$ cat src/rtl/flag_offset_prog.sv
module flag_offset_prog #(
  parameter int OFS_W    = 10,
  parameter int DEF_NEAR = 127,
  parameter int DEF_FAR  = 1023
) (
  input  logic             clk,
  input  logic             mrst_n,
  input  logic             load_n,
  input  logic             ser_en_n,
  input  logic             ser_in,
  input  logic             wr_en_n,
  input  logic             rd_en_n,
  input  logic [OFS_W-1:0] din,
  output logic [OFS_W-1:0] dout,
  output logic [OFS_W-1:0] ae_off,
  output logic [OFS_W-1:0] af_off,
  output logic             serial_mode
);

  localparam int CHAIN_W = 2 * OFS_W;
  localparam logic [OFS_W-1:0] NEAR_V = OFS_W'(DEF_NEAR);
  localparam logic [OFS_W-1:0] FAR_V  = OFS_W'(DEF_FAR);

  logic wsel, rsel;
  logic [CHAIN_W-1:0] chain, chain_nxt;

  wire do_shift = serial_mode & ~load_n & ~ser_en_n;
  wire do_pwr   = ~serial_mode & ~load_n & ~wr_en_n;
  wire do_rd    = ~load_n & ~rd_en_n;

  assign chain     = {af_off, ae_off};
  assign chain_nxt = {ser_in, chain[CHAIN_W-1:1]};

  always_ff @(posedge clk) begin
    if (!mrst_n) begin
      serial_mode <= load_n;
      ae_off      <= load_n ? FAR_V : NEAR_V;
      af_off      <= load_n ? FAR_V : NEAR_V;
      wsel        <= 1'b0;
      rsel        <= 1'b0;
      dout        <= '0;
    end else begin
      if (do_shift) begin
        {af_off, ae_off} <= chain_nxt;
      end else if (do_pwr) begin
        if (wsel) af_off <= din;
        else      ae_off <= din;
        wsel <= ~wsel;
      end
      if (do_rd) begin
        dout <= rsel ? af_off : ae_off;
        rsel <= ~rsel;
      end
    end
  end

  AST_DEFAULT_NEAR: assert property (@(posedge clk) disable iff (!mrst_n)
    ($past(!mrst_n) && !$past(load_n)) |-> (ae_off == NEAR_V && af_off == NEAR_V && !serial_mode));
  AST_DEFAULT_FAR: assert property (@(posedge clk) disable iff (!mrst_n)
    ($past(!mrst_n) && $past(load_n)) |-> (ae_off == FAR_V && af_off == FAR_V && serial_mode));
  AST_SERIAL_HOLD: assert property (@(posedge clk) disable iff (!mrst_n)
    (serial_mode && (ser_en_n || load_n)) |=> ($stable(ae_off) && $stable(af_off)));
  AST_MODE_LOCK: assert property (@(posedge clk) disable iff (!mrst_n)
    mrst_n |=> $stable(serial_mode));
  AST_PAR_HOLD: assert property (@(posedge clk) disable iff (!mrst_n)
    (!serial_mode && (load_n || wr_en_n)) |=> ($stable(ae_off) && $stable(af_off)));
  AST_DOUT_HOLD: assert property (@(posedge clk) disable iff (!mrst_n)
    (load_n || rd_en_n) |=> $stable(dout));

endmodule

$ cat config.mk
export PLATFORM = sky130hd
export DESIGN_NAME = flag_offset_prog
export DESIGN_NICKNAME = d
export VERILOG_FILES = /design/src/rtl/flag_offset_prog.sv
export SDC_FILE = /design/constraint.sdc
export NUM_CORES = 1
export LEC_CHECK = 0
export ABC_AREA = 1
export CAP_MARGIN = 30
export CORE_ASPECT_RATIO = 1.25
export CORE_MARGIN = 8
export CORE_UTILIZATION = 35
export DETAILED_ROUTE_END_ITERATION = 16
export MAX_ROUTING_LAYER = met4
export PLACE_DENSITY = 0.62
export SLEW_MARGIN = 20
export SYNTH_ARGS = -nofsm -noshare
export SYNTH_HDL_FRONTEND = slang
export SYNTH_SLANG_ARGS = --single-unit
$ cat constraint.sdc
create_clock -name clk -period 1.45 [get_ports clk]
set_input_delay 0.29 -clock clk [delete_from_list [all_inputs] [get_ports clk]]
set_output_delay 0.29 -clock clk [all_outputs]
set_load 0.05 [all_outputs]
==> impl_metrics.toml, run 1 <==
[outcome]
outcome = "complete, no violations"

[place]
place_hpwl_um = 3260
gp_congestion = 0.830
numPortBuffers = 47

[logic_synthesis]
syn_avg_cell_area_um2 = 9.18
yosysWarnings = 0
yosysSeqAreaShare_pct = 57.9
ys_seq_elements = 33
syn_nets = 181
syn-cell-area_mm2 = 0.00151
yosysUniqueCellTypes = 19
synthCells = 164

[clocking]
numCtsBuffers = 5
cts_tree = "done"
cts_sinks = 33
cts-root-buf = "clkbuf_8"
cts_max_level = 2
cts_buffer_depth = 2
clk_pin_slew_ns = 0.07
clk-insertion-delay-late_ns = 0.28
hold_buffers = 0

[power]
p_comb_share_pct = 29.8
p_int_mw = 1.90
netSwitchingPower_uw = 852
clkPwrFrac_pct = 27.5
seqPwrFrac_pct = 42.8
power_mw = 2.75
powerDensity_mw_per_mm2 = 1040
vdd_drop_max_mv = 0.840
p_leak_nw = 1.13
sw_frac_of_total_pct = 31.0

[cells_and_area]
diodes = 0
drive_gt1_share_pct = 33.3
post-route-util_pct = 64.3
area_growth_syn_to_layout_pct = 75.1
num-nets-final = 247

[timing]
period_share_pct = 98.8
tightestPinTransition_ns = 0.306
maxSlewHeadroom_pct = 79.6
timing_hold_violations_final = 0
slew_viol_final = 0
period_needed_ns = 1.43
setup_violations = 0
fin_tns_setup_ns = 0
worst_clock_skew_ns = 0.00450
max_freq_mhz = 698
rsz0062_at_grt = "yes"

[die]
pin_count = 48
initial_core_util_pct = 36.7
die_area_mm2 = 0.00667
row_count = 26
die_y_um = 89.3
fp.coreArea_mm2 = 0.00410
die_w_um = 74.7

[global_routing]
grt_pass1_wl_um = 6910
grt_pass1_vias = 1450
grt_max_degree = 25
overflow = 0
antenna_found_initial = 0
grtUsageTotal_pct = 14.0

[route]
route.detailed.drc = 0
finalWirelength_um = 4530
vias = 1446
drtAntennaViolNets = 0
first_pass_iters = 6
routed_via_density = 5.04
drt_iter0_markers = 86
wl_per_cell_um = 15.8

[min_path]
hold_class = "reg -> reg"
min_delay_path_depth = 2

[worst_setup_path]
worstSetupEndpointType = "register"
cp_max_fo = 5
reg2reg_depth = 4
worstPathArrival_ns = 1.42
start_kind = "input port"
path_class = "in -> reg"
required_ns = 1.44

[job]
max_cap_violations = 0
## per-layer routing
layer	share of wire, %	track usage [%]	wire (µm)	vias to the layer above
met1	39	15.0	1750	690
met4	1.3	5.89	57	0
met2	54	24.1	2440	58
met3	6.2	3.37	281	4
li1	-	-	-	694
met5	0	-	0	-
## layout by cell type, fill, tap and decap left out
master           count
nor2_1              13
nand3_4              4
nor3_4               1
nand3_2              2
nand2_1             23
buf_12              31
nor2_2               1
a21oi_1             10
xnor2_1              1
nand2_2              2
edfxtp_1            21
dfxtp_1             12
clkinv_2             1
buf_4               15
inv_1               18
inv_2                3
nand4_1              6
clkdlybuf4s50_1     16
buf_6                3
a21oi_2              7
o21ai_1              8
o21ai_0             26
clkbuf_8             7
## final cells by class
type | count | area (µm²)
Clock buffer | 7 | 96.3
Sequential cell | 33 | 871
Timing Repair Buffer | 65 | 927
Inverter | 21 | 78.8
Multi-Input combinational cell | 104 | 588
Fill cell | 350 | 1460
Clock inverter | 1 | 5.00
Tap cell | 56 | 70.1
## cell families after synthesis
family	synth area share, %
AO/OA/AOI/OAI	18.0
AND/OR/NAND/NOR	14.4
flip-flops	57.9
buffers and inverters	9.23
XOR/XNOR	0.582
## cells in the mapped netlist
cell type  number  share of area (%)
a21oi_1        13                4.3
a21oi_2         4                2.3
buf_2           3                1.0
buf_4           2                1.0
buf_6           2                1.5
clkbuf_1        2               0.50
dfxtp_1        12                 16
edfxtp_1       21                 42
inv_1          18                4.5
inv_2           3               0.75
nand2_1        25                6.2
nand3_1         2               0.67
nand3_4         1                1.2
nand4_1         6                2.5
nor2_1         14                3.5
nor3_1          1               0.33
o21ai_0        26                8.6
o21ai_1         8                2.7
xnor2_1         1               0.58
## worst paths after layout
kind	from	end	slack, ns
max reg2reg	serial_mode	af_off[5]	0.03
min reg2reg	wsel	wsel	0.54
min	wsel	wsel	0.54
max	load_n	af_off[5]	0.02
## through the flow
step / hold slack, ns / setup slack [ns] / cell area (µm²) / std cells
after CTS: 0.529 / 0.00692 / 2550 / 280
after global routing: 0.566 / -0.0438 / 2640 / 287
final: 0.538 / 0.0174 / 2640 / 287
after global placement: 0.506 / -0.261 / 2440 / 272
after detailed placement: 0.521 / -0.318 / 2440 / 272
after floorplan: 0.389 / -0.0848 / 1550 / 164
## critical path: stages
cell	delay, ns
clkdlybuf4s50_1	0.45
buf_6	0.15
nor3_4	0.24
nand2_2	0.14
nand3_2	0.15
## flip-flops by register name, summed over array words and instances, names as in the netlist
register / flops
rsel: 1
af_off: 10
ae_off: 10
wsel: 1
dout: 10
serial_mode: 1
## power groups by stage
| stage | clock network [mW] | logic, mW | registers [mW] |
|---|---|---|---|
| final | 0.755 | 0.818 | 1.18 |
| after CTS | 0.758 | 0.792 | 1.17 |
| after floorplan | 0 | 0.170 | 1.38 |
| after global routing | 0.802 | 0.862 | 1.18 |
| after global placement | 0 | 0.779 | 1.19 |
| after detailed placement | 0 | 0.788 | 1.19 |
## repair_timing
item / 4_1_cts / 5_1_grt
cloned: 0 / 3
buffers inserted: 0 / 4
resized for setup: 1 / 7
endpoints found under the setup margin: 1 / 46
pin swaps: 1 / 1
Power figures use the tool's default switching activity.
==> inputs of run 2 (changes only) <==
--- a/config.mk
+++ b/config.mk
@@ -9,10 +9,9 @@
 export CAP_MARGIN = 30
 export CORE_ASPECT_RATIO = 1.25
 export CORE_MARGIN = 8
-export CORE_UTILIZATION = 35
+export CORE_UTILIZATION = 41
 export DETAILED_ROUTE_END_ITERATION = 16
-export MAX_ROUTING_LAYER = met4
-export PLACE_DENSITY = 0.62
+export PLACE_DENSITY = 0.71
 export SLEW_MARGIN = 20
 export SYNTH_ARGS = -nofsm -noshare
 export SYNTH_HDL_FRONTEND = slang
==> impl_metrics.toml, run 2 (synthesis gave the netlist of run 1 again) <==
[timing]
period_needed_ns = 1.36
setup_violations = 0
worst_clock_skew_ns = 0.00612
slew_viol_final = 0
period_share_pct = 94.0
whs_ns = 0.517
tightestPinTransition_ns = 0.250
timing_hold_violations_final = 0
maxSlewHeadroom_pct = 83.3
fin_tns_setup_ns = 0
max_freq_mhz = 734
rsz0062_at_grt = "no"

[global_routing]
grt_pass1_wl_um = 7240
grt_pass1_vias = 1435
overflow = 0
grt_max_degree = 18
grtUsageTotal_pct = 15.2
antenna_found_initial = 0

[clocking]
cts_buffer_depth = 2
clk_pin_slew_ns = 0.07
cts_sinks = 33
cts_max_level = 2
numCtsBuffers = 5
cts_tree = "done"
cts-root-buf = "clkbuf_8"
clk-insertion-delay-late_ns = 0.28

[route]
wl_per_cell_um = 16.6
routed_via_density = 5.33
finalWirelength_um = 4440
drt_iter0_markers = 61
drtAntennaViolNets = 0
vias = 1429
first_pass_iters = 4
route.detailed.drc = 0

[worst_setup_path]
cp_cell_sequence = "buf_4, nor3_4, nand2_2, nand3_4"
cp_max_fo = 10
path_class = "reg -> reg"
worstSetupEndpointType = "register"
cpPeakStageDelay_ns = 0.43
start_kind = "register"
worstPathArrival_ns = 1.34
required_ns = 1.43
critPathSlowestCell = "edfxtp_1"

[min_path]
hold_class = "in -> reg"

[power]
sw_frac_of_total_pct = 31.2
p_leak_nw = 1.11
powerDensity_mw_per_mm2 = 1050
seqPwrFrac_pct = 43.8
vdd_drop_max_mv = 0.847
netSwitchingPower_uw = 837
p_int_mw = 1.85
p_comb_share_pct = 29.9
clkPwrFrac_pct = 26.3

[die]
fp.coreArea_mm2 = 0.00351
row_count = 24
pin_count = 48
die_w_um = 70.2
initial_core_util_pct = 42.8
die_y_um = 83.7
die_area_mm2 = 0.00588

[place]
gp_congestion = 0.787
place_hpwl_um = 3380
numPortBuffers = 47

[cells_and_area]
final_common_cell = "buf_12"
drive_gt1_share_pct = 30.1
diodes = 0
num-nets-final = 245
layout_common_cells = "buf_12 (32), o21ai_0 (26), nand2_1 (23)"
post-route-util_pct = 72.9
area_growth_syn_to_layout_pct = 70.1
reg.largest.list = "ae_off: 10 flops, af_off: 10 flops, dout: 10 flops"

[job]
max_cap_violations = 0

[outcome]
outcome = "complete, no violations"
[run 2: cell count changes in the layout (fill, tap and decap cells not counted), sizes merged]
cell	before	now
nand3	6	3
buf	49	50
clkinv	1	0
clkbuf	7	8
clkdlybuf4s50	16	15
dlygate4sd2	0	1
[run 2: metrics by stage]
stage               setup slack [ns]  total power, mW  instance area [µm²]  std cells
CTS                           0.0215             2.70                 2550        267
floorplan                    -0.0848             1.55                 1550        164
global route                 0.00688             2.77                 2560        268
global placement              -0.273             1.97                 2430        255
finish                        0.0872             2.69                 2560        268
detailed placement            -0.322             1.99                 2430        255
[run 2: area by class of cell]
| type | instances | area (µm²) |
|---|---|---|
| Inverter | 21 | 78.8 |
| Clock buffer | 8 | 90.1 |
| Fill cell | 240 | 953 |
| Timing Repair Buffer | 66 | 935 |
| Sequential cell | 33 | 871 |
| Multi-Input combinational cell | 101 | 537 |
| Tap cell | 39 | 48.8 |
[run 2: worst paths after layout]
path,startpoint,end,slack (ns),cells past startpoint
worst max-delay path,serial_mode,ae_off[0],0.09,4
worst min-delay path,load_n,serial_mode,0.52,2
worst max register to register,serial_mode,ae_off[0],0.09,4
worst min register to register,wsel,wsel,0.52,2
[run 2: metal layers]
layer | vias to the layer above | global-route usage, % | wire length, µm
li1 | 684 | - | -
met4 | 0 | 8.97 | 201
met1 | 668 | 16.3 | 1700
met5 | - | 0 | 0
met3 | 19 | 5.60 | 291
met2 | 58 | 24.9 | 2250
[run 2: repair_timing]
action                     4_1_cts  5_1_grt
hold buffers                     0        0
buffers inserted                 4        1
gates cloned                     0        0
gates resized for setup          1        0
hold endpoints to repair         0        0
setup endpoints to repair       21       20
pin swaps                        3        0
[run 2: power groups by stage]
stage                     clock, mW  sequential [mW]  combinational, mW
after floorplan                   0             1.38              0.170
after global placement            0             1.19              0.776
after detailed placement          0             1.19              0.794
after CTS                     0.723             1.18              0.804
after global routing          0.748             1.18              0.844
final                         0.707             1.18              0.803
[run 2: worst max-delay path: cells and delay by family, from the launching register on]
| family | cells | cell delay (ns) |
|---|---|---|
| buffers and inverters | 1 | 0.19 |
| AND/OR/NAND/NOR | 3 | 0.44 |
| flip-flops | 1 | 0.43 |
==> inputs of run 3 (changes only) <==
--- a/config.mk
+++ b/config.mk
@@ -11,6 +11,7 @@
 export CORE_MARGIN = 8
 export CORE_UTILIZATION = 41
 export DETAILED_ROUTE_END_ITERATION = 16
+export GPL_TIMING_DRIVEN = 0
 export PLACE_DENSITY = 0.71
 export SLEW_MARGIN = 20
 export SYNTH_ARGS = -nofsm -noshare
==> impl_metrics.toml, run 3 (synthesis gave the netlist of run 1 again) <==
[outcome]
outcome = "complete, no violations"

[clocking]
cts_max_level = 2
cts_tree = "done"
numCtsBuffers = 5
cts_buffer_depth = 2
clk_pin_slew_ns = 0.07
cts-root-buf = "clkbuf_8"
cts_sinks = 33
hold_buffers = 0
clk-insertion-delay-late_ns = 0.28

[route]
finalWirelength_um = 4100
drt_iter0_markers = 109
wl_per_cell_um = 16.0
routed_via_density = 5.17
route.detailed.drc = 0
vias = 1328
first_pass_iters = 4
drtAntennaViolNets = 0

[min_path]
hold_class = "in -> reg"

[cells_and_area]
final_common_cell = "o21ai_0"
num-nets-final = 234
layout_common_cells = "o21ai_0 (26), nand2_1 (23), edfxtp_1 (21)"
n_fill_cell = 326
design_area_mm2 = 0.00213
area_growth_syn_to_layout_pct = 41.2
reg.largest.list = "ae_off: 10 flops, af_off: 10 flops, dout: 10 flops"
diodes = 0
instances_no_fill = 257
drive_gt1_share_pct = 21.1

[worst_setup_path]
cp_top_family = "buffers and inverters"
cp_max_fo = 2
worstPathArrival_ns = 1.13
start_kind = "register"
required_ns = 1.16
cpPeakStageDelay_ns = 0.53
crit_buf_inv = 1
critPathSlowestCell = "dlygate4sd2_1"
path_class = "reg -> out"
cp_cell_sequence = "dlygate4sd2_1"
worstSetupEndpointType = "output pin"

[timing]
tightestPinTransition_ns = 0.497
setup_violations = 0
timing_hold_violations_final = 0
rsz0062_at_grt = "no"
whs_ns = 0.518
period_share_pct = 97.8
max_freq_mhz = 705
period_needed_ns = 1.42
worst_clock_skew_ns = 0.00553
maxSlewHeadroom_pct = 66.9
slew_viol_final = 0

[power]
netSwitchingPower_uw = 786
sw_frac_of_total_pct = 32.9
powerDensity_mw_per_mm2 = 1120
clkPwrFrac_pct = 27.4
p_int_mw = 1.60
seqPwrFrac_pct = 47.5
p_comb_share_pct = 25.1
vdd_drop_max_mv = 0.754
p_leak_nw = 0.904
power_mw = 2.39

[global_routing]
grtUsageTotal_pct = 14.0
grt_pass1_wl_um = 6600
grt_max_degree = 20
grt_pass1_vias = 1375
overflow = 0
antenna_found_initial = 0

[place]
numPortBuffers = 47
gp_congestion = 0.827
place.detailed.instances = 250
place_hpwl_um = 3080
dpl_cell_area_mm2 = 0.00207

[die]
die_y_um = 83.7
pin_count = 48
die_area_mm2 = 0.00588
row_count = 24
initial_core_util_pct = 42.8
fp.coreArea_mm2 = 0.00351
die_w_um = 70.2

[job]
max_cap_violations = 0
run 3: layer usage:
| layer | routed length (µm) | GRT usage (%) | part of all wire [%] | up-vias |
|---|---|---|---|---|
| met5 | 0 | 0 | 0 | - |
| met4 | 93 | 6.04 | 2.3 | 0 |
| met3 | 272 | 6.19 | 6.6 | 8 |
| met2 | 2090 | 23.5 | 51 | 41 |
| met1 | 1650 | 14.9 | 40 | 618 |
| li1 | - | - | - | 661 |
run 3: cell type report:
type | instances | area, µm² | share of cell area, %
flip-flops and latches | 33 | 871 | 41.0
multi-input cells | 101 | 537 | 25.3
repair buffers | 47 | 452 | 21.2
inverters | 21 | 78.8 | 3.71
clock buffers | 7 | 76.3 | 3.59
plain buffers | 8 | 58.8 | 2.77
well taps | 39 | 48.8 | 2.30
clock inverters | 1 | 3.75 | 0.177
run 3: per-stage QoR:
step / setup TNS [ns] / setup slack [ns] / util (%)
2_1_floorplan: -2.21 / -0.0848 / -
4_1_cts: 0 / 0.00115 / 61.3
3_5_place_dp: -17.63 / -0.432 / 58.9
5_1_grt: 0 / 0.00107 / 60.5
3_3_place_gp: -15.82 / -0.393 / 58.9
6_report: 0 / 0.0318 / 60.5
run 3: final timing paths:
kind | depth (start not counted) | start | slack [ns] | endpoint
hold / removal | 1 | load_n | 0.52 | serial_mode
setup reg to reg | 4 | serial_mode | 0.12 | af_off[0]
hold reg to reg | 2 | wsel | 0.52 | wsel
setup / recovery | 1 | dout[4] | 0.03 | dout[4]
run 3: power by group through the flow:
stage	sequential [mW]	clock (mW)	combinational (mW)
after floorplan	1.38	0	0.170
after global placement	1.15	0	0.628
after detailed placement	1.15	0	0.637
after CTS	1.13	0.666	0.608
after global routing	1.14	0.703	0.640
final	1.13	0.653	0.599
run 3: what timing repair did:
| action | 4_1_cts | 5_1_grt |
|---|---|---|
| resized for setup | 70 | 14 |
| setup endpoints to repair | 61 | 14 |
| endpoints found under the hold margin | 0 | 0 |
| cloned | 0 | 0 |
| buffers inserted | 0 | 0 |
